## src/rtl/rxf_pkg.sv

```systemverilog
package rxf_pkg;
  localparam int MAC_W  = 48;
  localparam int CH_N   = 8;
  localparam int CH_W   = $clog2(CH_N);
  localparam int ENT_W  = MAC_W + CH_W + 2;
  localparam int MC_BIT = 40;

  typedef struct packed {
    logic            keep;
    logic            vld;
    logic [CH_W-1:0] chan;
    logic [MAC_W-1:0] mac;
  } ent_t;
endpackage

```

## src/rtl/rxf_table.sv

```systemverilog
module rxf_table
  import rxf_pkg::*;
#(
  parameter int N_ENT = 32,
  localparam int IDX_W = $clog2(N_ENT)
) (
  input  logic             clk,
  input  logic             rst,
  input  logic             wr_en,
  input  logic [IDX_W-1:0] wr_idx,
  input  ent_t             wr_data,
  input  logic             rd_en,
  input  logic [IDX_W-1:0] rd_idx,
  output ent_t             rd_ent
);
  localparam int WORD_W = ENT_W - 1;

  logic [WORD_W-1:0] store [N_ENT];
  logic [N_ENT-1:0]  vld_q;
  logic [WORD_W-1:0] rd_word;
  logic              rd_vld;

  // valid flags live in flops so reset can clear them
  for (genvar i = 0; i < N_ENT; i++) begin : g_vld
    always_ff @(posedge clk) begin
      if (rst) vld_q[i] <= 1'b0;
      else if (wr_en && wr_idx == IDX_W'(i)) vld_q[i] <= wr_data.vld;
    end
  end

  always_ff @(posedge clk) begin
    if (wr_en) store[wr_idx] <= {wr_data.keep, wr_data.chan, wr_data.mac};
  end

  // read returns the word as it was before a same-edge write
  always_ff @(posedge clk) begin
    if (rd_en) rd_word <= store[rd_idx];
  end

  always_ff @(posedge clk) begin
    if (rst) rd_vld <= 1'b0;
    else if (rd_en) rd_vld <= vld_q[rd_idx];
  end

  always_comb begin
    rd_ent.keep = rd_word[WORD_W-1];
    rd_ent.vld  = rd_vld;
    rd_ent.chan = rd_word[MAC_W +: CH_W];
    rd_ent.mac  = rd_word[MAC_W-1:0];
  end


  wr_lands_chk: assert property (@(posedge clk) disable iff (rst)
    wr_en |=> vld_q[$past(wr_idx)] == $past(wr_data.vld));
endmodule

```

## src/rtl/rxf_decide.sv

```systemverilog
module rxf_decide
  import rxf_pkg::*;
(
  input  logic            hit_any,
  input  logic            hit_keep,
  input  logic [CH_W-1:0] hit_chan,
  input  logic            dst_mc,
  input  logic            hash_hit,
  input  logic [CH_N-1:0] uc_en,
  input  logic [CH_N-1:0] hash_en,
  input  logic [CH_W-1:0] dflt_chan,
  output logic            accept,
  output logic [CH_W-1:0] chan
);
  always_comb begin
    accept = 1'b0;
    chan   = '0;
    if (hit_any) begin
      if (hit_keep && uc_en[hit_chan]) begin
        accept = 1'b1;
        chan   = hit_chan;
      end
    end else if (dst_mc && hash_hit && hash_en[dflt_chan]) begin
      accept = 1'b1;
      chan   = dflt_chan;
    end
  end
endmodule

```

## src/rtl/rxf_scan.sv

```systemverilog
module rxf_scan
  import rxf_pkg::*;
#(
  parameter int N_ENT = 32,
  localparam int IDX_W = $clog2(N_ENT),
  localparam int LAT   = N_ENT + 1,
  localparam int LAT_W = $clog2(N_ENT + 2)
) (
  input  logic             clk,
  input  logic             rst,
  input  logic             req_valid,
  output logic             req_ready,
  input  logic [MAC_W-1:0] req_dst,
  input  logic             req_hash_hit,
  output logic             res_valid,
  input  logic             res_ready,
  output logic             res_accept,
  output logic [CH_W-1:0]  res_chan,
  output logic             rd_en,
  output logic [IDX_W-1:0] rd_idx,
  input  ent_t             rd_ent,
  output logic             hit_any,
  output logic             hit_keep,
  output logic [CH_W-1:0]  hit_chan,
  output logic             dst_mc,
  output logic             hash_q,
  input  logic             dec_accept,
  input  logic [CH_W-1:0]  dec_chan
);
  typedef enum logic [1:0] {S_IDLE, S_SCAN, S_LAST, S_HOLD} st_t;

  st_t              state;
  logic [IDX_W-1:0] idx_q;
  logic [MAC_W-1:0] dst_q;
  logic             cmp_vld_q;
  logic             found_q;
  logic             keep_q;
  logic [CH_W-1:0]  chan_q;
  logic [LAT_W-1:0] lat_q;
  logic             cmp_hit;
  logic             take;

  assign req_ready = (state == S_IDLE);
  assign rd_en     = (state == S_SCAN);
  assign rd_idx    = idx_q;
  assign dst_mc    = dst_q[MC_BIT];

  // first valid match in index order wins
  assign cmp_hit  = cmp_vld_q && rd_ent.vld && (rd_ent.mac == dst_q);
  assign take     = cmp_hit && !found_q;
  assign hit_any  = found_q || take;
  assign hit_keep = take ? rd_ent.keep : keep_q;
  assign hit_chan = take ? rd_ent.chan : chan_q;

  always_ff @(posedge clk) begin
    if (rst) begin
      state      <= S_IDLE;
      idx_q      <= '0;
      dst_q      <= '0;
      hash_q     <= 1'b0;
      cmp_vld_q  <= 1'b0;
      found_q    <= 1'b0;
      keep_q     <= 1'b0;
      chan_q     <= '0;
      lat_q      <= '0;
      res_valid  <= 1'b0;
      res_accept <= 1'b0;
      res_chan   <= '0;
    end else begin
      cmp_vld_q <= (state == S_SCAN);
      unique case (state)
        S_IDLE: begin
          if (req_valid) begin
            dst_q   <= req_dst;
            hash_q  <= req_hash_hit;
            idx_q   <= '0;
            found_q <= 1'b0;
            keep_q  <= 1'b0;
            chan_q  <= '0;
            lat_q   <= '0;
            state   <= S_SCAN;
          end
        end
        S_SCAN: begin
          idx_q   <= idx_q + 1'b1;
          lat_q   <= lat_q + 1'b1;
          found_q <= hit_any;
          keep_q  <= hit_keep;
          chan_q  <= hit_chan;
          if (idx_q == IDX_W'(N_ENT - 1)) state <= S_LAST;
        end
        S_LAST: begin
          lat_q      <= lat_q + 1'b1;
          res_valid  <= 1'b1;
          res_accept <= dec_accept;
          res_chan   <= dec_chan;
          state      <= S_HOLD;
        end
        S_HOLD: begin
          if (res_ready) begin
            res_valid <= 1'b0;
            state     <= S_IDLE;
          end
        end
        default: state <= S_IDLE;
      endcase
    end
  end


  idle_after_rst_chk: assert property (@(posedge clk) disable iff (rst)
    $past(rst) |-> (req_ready && !res_valid));


  busy_chk: assert property (@(posedge clk) disable iff (rst)
    (req_valid && req_ready) |=> (!req_ready && !res_valid));


  latency_chk: assert property (@(posedge clk) disable iff (rst)
    $rose(res_valid) |-> (lat_q == LAT_W'(LAT)));


  hold_chk: assert property (@(posedge clk) disable iff (rst)
    (res_valid && !res_ready) |=>
      (res_valid && $stable(res_accept) && $stable(res_chan)));


  drop_chan_chk: assert property (@(posedge clk) disable iff (rst)
    (res_valid && !res_accept) |-> (res_chan == '0));
endmodule

```

## src/rtl/rx_addr_filter.sv

```systemverilog
module rx_addr_filter
  import rxf_pkg::*;
#(
  parameter int N_ENT = 32,
  localparam int IDX_W = $clog2(N_ENT)
) (
  input  logic             clk,
  input  logic             rst,
  input  logic             wr_en,
  input  logic [IDX_W-1:0] wr_idx,
  input  logic [ENT_W-1:0] wr_data,
  input  logic [CH_N-1:0]  uc_en,
  input  logic [CH_N-1:0]  hash_en,
  input  logic [CH_W-1:0]  dflt_chan,
  input  logic             req_valid,
  output logic             req_ready,
  input  logic [MAC_W-1:0] req_dst,
  input  logic             req_hash_hit,
  output logic             res_valid,
  input  logic             res_ready,
  output logic             res_accept,
  output logic [CH_W-1:0]  res_chan
);
  ent_t             wr_ent;
  ent_t             rd_ent;
  logic             rd_en;
  logic [IDX_W-1:0] rd_idx;
  logic             hit_any;
  logic             hit_keep;
  logic [CH_W-1:0]  hit_chan;
  logic             dst_mc;
  logic             hash_q;
  logic             dec_accept;
  logic [CH_W-1:0]  dec_chan;

  assign wr_ent = ent_t'(wr_data);

  rxf_table #(.N_ENT(N_ENT)) u_table (
    .clk     (clk),
    .rst     (rst),
    .wr_en   (wr_en),
    .wr_idx  (wr_idx),
    .wr_data (wr_ent),
    .rd_en   (rd_en),
    .rd_idx  (rd_idx),
    .rd_ent  (rd_ent)
  );

  rxf_scan #(.N_ENT(N_ENT)) u_scan (
    .clk          (clk),
    .rst          (rst),
    .req_valid    (req_valid),
    .req_ready    (req_ready),
    .req_dst      (req_dst),
    .req_hash_hit (req_hash_hit),
    .res_valid    (res_valid),
    .res_ready    (res_ready),
    .res_accept   (res_accept),
    .res_chan     (res_chan),
    .rd_en        (rd_en),
    .rd_idx       (rd_idx),
    .rd_ent       (rd_ent),
    .hit_any      (hit_any),
    .hit_keep     (hit_keep),
    .hit_chan     (hit_chan),
    .dst_mc       (dst_mc),
    .hash_q       (hash_q),
    .dec_accept   (dec_accept),
    .dec_chan     (dec_chan)
  );

  rxf_decide u_decide (
    .hit_any   (hit_any),
    .hit_keep  (hit_keep),
    .hit_chan  (hit_chan),
    .dst_mc    (dst_mc),
    .hash_hit  (hash_q),
    .uc_en     (uc_en),
    .hash_en   (hash_en),
    .dflt_chan (dflt_chan),
    .accept    (dec_accept),
    .chan      (dec_chan)
  );
endmodule

```

## config.mk

```make
export PLATFORM = sky130hd
export DESIGN_NAME = rx_addr_filter
export DESIGN_NICKNAME = d
export VERILOG_FILES = /design/src/rtl/rxf_pkg.sv /design/src/rtl/rxf_table.sv /design/src/rtl/rxf_decide.sv /design/src/rtl/rxf_scan.sv /design/src/rtl/rx_addr_filter.sv
export SDC_FILE = /design/constraint.sdc
export NUM_CORES = 2
export LEC_CHECK = 0
export ABC_AREA = 1
export BUFFER_PORTS_ARGS = -buffer_cell sky130_fd_sc_hd__buf_4
export CAP_MARGIN = 25
export CELL_PAD_IN_SITES_DETAIL_PLACEMENT = 0
export CELL_PAD_IN_SITES_GLOBAL_PLACEMENT = 1
export CORE_AREA = 5 5 376 378
export DETAILED_ROUTE_END_ITERATION = 6
export DIE_AREA = 0 0 381 383
export PLACE_DENSITY = 0.91
export SYNTH_ARGS = -nofsm -noshare
export SYNTH_HDL_FRONTEND = slang
export SYNTH_SLANG_ARGS = --single-unit
```

## constraint.sdc

```tcl
create_clock -name clk -period 4.6 [get_ports clk]
set_input_delay 0.23 -clock clk [delete_from_list [all_inputs] [get_ports clk]]
set_output_delay 0.23 -clock clk [all_outputs]
set_load 0.005 [all_outputs]
```

; ---- After elaboration in Yosys (flattened, before gate mapping)
; Memory sizes are Yosys's and may differ from the RTL's. A register that Yosys moved wholly into a read port is not among the register bits.
; Cells that the tools add are included.
[word_totals]
latch_bits = 0
output_inout_bits = 6
regBits = 100
n_memories = 1
mem_bits_ro = 0
mem_bits_rw = 1664
elab_cells = 165
[op_classes]
n_div = 0
n_reduce_logical = 48
addsub = 1
bitwise_logic = 0
n_shift = 0
magnitude_cmp = 3
n_eq_ne = 39
mul = 0
mux = 29
[memory_table]
columns = memory, words, width, rd, rd_ports_with_merged_regs, write_ports, line
row1 = u_table.store, 32, 52, 1, 1, 1, rxf_table.sv:18  ; logic [WORD_W-1:0] store [N_ENT];
[ops]
columns = cell, count
row1 = $eq 5x5->1 const B, 17
row2 = $eq 48x48->1, 1
row3 = $eq 5x4->1 const B, 8
row4 = $logic_and 1x1->1, 38
row5 = $eq 5x3->1 const B, 4
row6 = $mux 3, 5
row7 = $mux 1, 11
row8 = $eq 5x2->1 const B, 2
row9 = $pmux 5 s2, 1
row10 = $lt 3x4->1 const B, 2
row11 = $pmux 2 s4, 1
row12 = $bmux 1 s3, 2
row13 = $lt 5x6->1 const B, 1
row14 = $mux 2, 3
row15 = $pmux 1 s2, 3
row16 = $pmux 3 s2, 1
row17 = $reduce_and 2->1, 3
row18 = $add 5x1->5 const B, 1
row19 = $bmux 1 s5, 1
row20 = $eq 5x1->1 const B, 1
row21 = $logic_not 5->1, 1
row22 = $mux 5, 1
row23 = $eq 2x2->1 const B, 2
row24 = $ne 2x2->1 const B, 2
row25 = 7 further kinds, 8

; ---- Logic depth before layout (Yosys ltp)
[logic_depth]
word_depth = 9
ltp_mapped = 17

; ---- By module
; Synthesis repeated with hierarchy kept, for this count alone.
[hier_totals]
cells_unflattened = 6230
hier_area_um2 = 73166.4
[modules_own_cells]
columns = mod, seq_area_each_um2, area_each_um2, instances, cells_each
row1 = rxf_table, 52190.1, 69530.4, 1, 5656
row2 = rxf_scan, 1341.3, 3388.2, 1, 519
row3 = rxf_decide, 0.0, 247.7, 1, 55

; ---- Worst setup path after synthesis
; OpenSTA, ideal clock, no wires.
[synth_timing]
kind = input -> register
start = input port wr_en
end = register u_table.vld_q[6]
path_buffers = 1
setup_slack_ns = 1.237
required_time_ns = 4.515
stages = 7
t_arrival_ns = 3.279
path_cell_list = inv_1 nor2_1 inv_1 clkbuf_1 nor2_1 o21ai_0 a21oi_1
[synth_between]
elab_chain_len = 1
[synth_lines]
columns = item, line
row1 = start: declaration, rx_addr_filter.sv:9  ; input logic wr_en,
row2 = $logic_and 1x1->1, rxf_table.sv:27  ; else if (wr_en && wr_idx == IDX_W'(i)) vld_q[i] <= wr_data.vld;
row3 = end signal: indexed assignment, rxf_table.sv:27
row4 = end: declaration, rxf_table.sv:19  ; logic [N_ENT-1:0] vld_q;
; No other way between the ends.
; A chain may end at the register's enable or synchronous reset.

; ---- Worst setup path in the final report
[layout_timing]
start = register u_table.rd_word[44] (read register of u_table.store)
end = register u_scan.res_chan[0]
[layout_between]
elab_chain_len = 9
word_cells_on_any_way = 11
cone_classes = 1 x eq/ne / 6 x mux / 4 x reduce/logical
[layout_lines]
columns = item, line
row1 = start: declaration, rxf_table.sv:20  ; logic [WORD_W-1:0] rd_word;
row2 = $eq 48x48->1 *, rxf_scan.sv:49  ; assign cmp_hit = cmp_vld_q && rd_ent.vld && (rd_ent.mac == dst_q);
row3 = $logic_and 1x1->1 *, rxf_scan.sv:49
row4 = $logic_and 1x1->1 *, rxf_scan.sv:50  ; assign take = cmp_hit && !found_q;
row5 = $mux 3, rxf_scan.sv:53  ; assign hit_chan = take ? rd_ent.chan : chan_q;
row6 = $bmux 1 s3, rxf_decide.sv:19  ; if (hit_keep && uc_en[hit_chan]) begin
row7 = $mux 1 (not written as such), rxf_decide.sv:19
row8 = $logic_and 1x1->1, rxf_decide.sv:19
row9 = $mux 3, rxf_decide.sv:19
row10 = $mux 3 *, rxf_decide.sv:18  ; if (hit_any) begin
row11 = end signal: assignment, rxf_scan.sv:96  ; res_chan <= dec_chan;
row12 = end: declaration, rxf_scan.sv:18  ; output logic [CH_W-1:0] res_chan,
; Mark *: on every way between the ends. The rest lies on a longest branch, timed or not. The select of a mux whose other input is x is not followed.

==> flow_metrics.py <==
metrics = {
    "finish": {
        "finalNonFillerCells": 7561,
        "area_delta_synth_final_pct": 13.95,
        "layout_common_cells": "edfxtp_1 (1716), o21ai_0 (952), nor2_1 (950), nand2_1 (341), o22ai_1 (265)",
        "seq_area_sq_mm": 0.05354,
        "fillers": 10150,
        "nets": 5761,
        "final_common_cell": "edfxtp_1",
        "drive_gt1_share_pct": 9.178,
        "multi_input_area_sq_mm": 0.01550,
    },
    "pwr": {
        "power.leakage_uw": 0.02645,
        "power.density_mw_per_mm2": 476.7,
        "peakVddDrop_mv": 0.3745,
    },
    "run": {
        "maxCapViolCount": 0,
    },
    "critical_path": {
        "cpMostUsedCell": "nand2_1",
        "critPathKind": "flip-flop to flip-flop",
        "crit_fanout": 6,
        "critPathTopFamily": "buffers and inverters",
        "critPathSlowestCell": "edfxtp_1",
        "reg2reg_depth": 19,
        "r2r-start": "u_table.rd_word[44]",
        "crit_start": "u_table.rd_word[44]",
        "critical_path_buf_inv_count": 4,
        "crit_required_ns": 5.26,
        "regToRegSetupSlack_ns": 0.47,
        "cp-endpoint": "u_scan.res_chan[0]",
        "crit_arrival_ns": 4.79,
        "crit_path_start_kind": "flip-flop",
        "slowest_delay_ns": 0.58,
        "regToRegEndpoint": "u_scan.res_chan[0]",
        "crit_path_end_kind": "flip-flop",
        "cp_num_cells": 19,
        "path_cells": "inv_1 -> nand2_1 -> nand2_1 -> nand3_1 -> nor2_1 -> nand3_1 -> nor2_4 -> nand3_4 -> nand2_4 -> nand2_2 -> nand2_1 -> nand3_1 -> dlygate4sd3_1 -> nand2_1 -> dlygate4sd3_1 -> nand2_2 -> nand4_1 -> a21oi_1 -> dlygate4sd3_1",
    },
    "timing": {
        "setup_ws_ns": 0.4713,
        "min_period_ns": 4.129,
        "tightestPinTransition_ns": 1.330,
        "hold_violations": 0,
        "slew_violations": 0,
        "fmax_ghz": 0.2422,
        "finClkSkew_ns": 0.02246,
        "setup_viol_count_final": 0,
        "relSlewSlack_pct": 11.31,
        "period_share_pct": 89.75,
        "whs_ns": 0.02665,
        "grt_setup_unrepaired": "no",
        "final.setup.tns_ns": 0,
    },
    "die": {
        "rows": 136,
        "core_area_sq_mm": 0.1372,
        "initial_core_util_pct": 51.74,
        "fp.dieH_microns": 383,
        "io_pins": 137,
        "die_area_sq_mm": 0.1459,
        "die_width_microns": 381,
    },
    "yosys": {
        "syn-num-nets": 5622,
        "seq_area_frac_synth_pct": 75.44,
        "synth_cells": 5485,
        "syn_area_per_cell_sq_um": 12.94,
        "yosys_warnings": 0,
        "synthDistinctLibCells": 35,
        "syn_area_sq_mm": 0.07096,
        "ys_ff_latch": 1816,
    },
    "global_routing": {
        "grt_first_pass_wirelength_mm": 284.5,
        "grt_use_total_pct": 25.82,
        "grt.overflow.total": 0,
        "antenna_found_initial": 9,
        "grt_pass1_vias": 45490,
        "grt_max_degree": 245,
    },
    "route": {
        "wirelength_mm": 192.7,
        "drt-initial-drc-count": 6706,
        "dr.pass1.iters": 7,
        "vias_per_cell": 6.223,
        "detail-route-antenna-nets": 0,
        "wl_per_cell_microns": 25.49,
        "dr_total_vias": 47050,
        "drc_errors": 2,
    },
    "place": {
        "numPortBuffers": 136,
        "place_ws_ns": 1.667,
        "dp.cells": 7127,
        "dp_hpwl_mm": 97.22,
        "gp_congestion": 0.8101,
    },
    "clock_network": {
        "cts_resized": 0,
        "clockBufferDepth": 3,
        "cts.clk_slew.worst_paths_ns": 0.06,
        "clkLatencyLatePin_ns": 0.79,
        "cts_buffers": 172,
        "cts.sinks": 1816,
        "cts_tree": "yes",
        "root_buffer": "clkbuf_16",
        "ctsHtreeMaxLevel": 4,
    },
    "run_status": {
        "violations": "design-rule violations",
        "status": "finished, violations left",
    },
    "min_path": {
        "hp-class": "input port to flip-flop",
    },
}
## cells in the mapped netlist
| cell type | count | area (sq um) |
|---|---|---|
| a211oi_1 | 7 | 52.55 |
| a21oi_1 | 91 | 455.4 |
| a31oi_1 | 9 | 56.30 |
| a41oi_1 | 1 | 8.760 |
| buf_1 | 14 | 52.55 |
| buf_2 | 81 | 405.4 |
| buf_4 | 2 | 15.01 |
| clkbuf_1 | 278 | 1044 |
| clkinv_1 | 1 | 3.750 |
| dfxtp_1 | 100 | 2002 |
| edfxtp_1 | 1716 | 51530 |
| ha_1 | 6 | 75.07 |
| inv_1 | 165 | 619.3 |
| inv_2 | 12 | 45.04 |
| nand2_1 | 342 | 1284 |
| nand2_2 | 9 | 56.30 |
| nand2_4 | 2 | 22.52 |
| nand3_1 | 119 | 595.6 |
| nand3_4 | 1 | 17.52 |
| nand3b_1 | 1 | 7.510 |
| nand4_1 | 51 | 319.1 |
| nand4_4 | 1 | 21.27 |
| nor2_1 | 983 | 3690 |
| nor2_2 | 5 | 31.28 |
| nor2_4 | 1 | 11.26 |
| nor2_8 | 1 | 20.02 |
| nor3_1 | 6 | 30.03 |
| o211ai_1 | 48 | 360.4 |
| o21ai_0 | 952 | 4765 |
| o21ai_1 | 50 | 250.2 |
| o21ai_2 | 1 | 8.760 |
| o21ai_4 | 1 | 16.27 |
| o221ai_1 | 156 | 1366 |
| o22ai_1 | 265 | 1658 |
| xnor2_1 | 7 | 61.31 |
## power by group
part	internal [uW]	leakage, uW	switching (uW)
clock network	7760	0.00260	5990
registers	18600	0.0163	464
logic	1680	0.00756	4020
total	28100	0.0265	10500
## through the flow
| step | power, uW | cell area (sq um) | util [%] |
|---|---|---|---|
| 2_1_floorplan | 22990 | 70960 | - |
| 3_3_place_gp | 24730 | 74170 | 54.08 |
| 4_1_cts | 38510 | 80800 | 58.91 |
| 6_report | 38540 | 80850 | 58.95 |
| 5_1_grt | 39960 | 80850 | 58.95 |
| 3_5_place_dp | 24920 | 74250 | 54.14 |
## flip-flops by register name, summed over array words and instances, names as in the netlist, 2 cells and up
name / count
u_scan.chan_q: 3
u_table.store: 1664
u_scan.state: 2
u_scan.rd_idx: 5
u_table.vld_q: 32
u_scan.res_chan: 3
u_table.rd_word: 52
u_scan.dst_q: 48
## worst register-to-register path: stages, from the launching register on
cell and delay (ns):
edfxtp_1 0.58, inv_1 0.12, nand2_1 0.05, nand2_1 0.05, nand3_1 0.07, nor2_1 0.20
nand3_1 0.16, nor2_4 0.27, nand3_4 0.19, nand2_4 0.12, nand2_2 0.09, nand2_1 0.07
nand3_1 0.05, dlygate4sd3_1 0.55, nand2_1 0.07, dlygate4sd3_1 0.57, nand2_2 0.08, nand4_1 0.10
a21oi_1 0.08, dlygate4sd3_1 0.55
## cells by family (layout without fill, tap and decap cells)
group           count (synthesis)  count (layout)  share of synthesized area [%]
simple gates                 1522            1522                          8.605
flops                        1816            1816                          75.44
buf+inv                       553             832                          3.079
xor+xnor                        7               7                        0.08641
other cells                     0               3                              0
compound gates               1581            1581                          12.68
fa+ha+maj                       6               6                         0.1058
## routing by layer
metal	share of wire, %	routed length [microns]	track usage (%)	vias to the layer above
li1	-	-	-	20610
met1	37	71260	34.74	23000
met2	47	90920	41.75	2983
met3	12	23860	5.946	453
met4	3.5	6649	9.199	2
met5	0.0067	13	0	-
## final cells by class
class / count / area share, %
well taps: 1794 / 2.776
clock inverters: 85 / 0.8991
multi-input cells: 3116 / 19.17
flip-flops and latches: 1816 / 66.23
inverters: 178 / 0.8558
diodes: 3 / 0.009285
repair buffers: 340 / 4.277
clock buffers: 229 / 5.783
## how the worst min path moves through the flow
stage          cells past startpoint                   end  slack (ns)             start
4_1_cts                            6  u_table.store[12][1]        0.16         wr_idx[1]
6_report                           3     u_table.vld_q[17]        0.03       wr_data[51]
3_5_place_dp                       2      u_scan.dst_q[13]        0.45  u_scan.dst_q[13]
2_1_floorplan                      0   u_table.store[0][0]        0.33        wr_data[0]
3_3_place_gp                       2      u_scan.dst_q[13]        0.45  u_scan.dst_q[13]
5_1_grt                            3     u_table.vld_q[16]        0.02       wr_data[51]
## what timing repair did
item / CTS / global route
buffers inserted: 0 / 0
hold endpoints to repair: 1728 / 0
hold buffers: 115 / 0
Note: power is estimated with default switching activity, not from simulation.
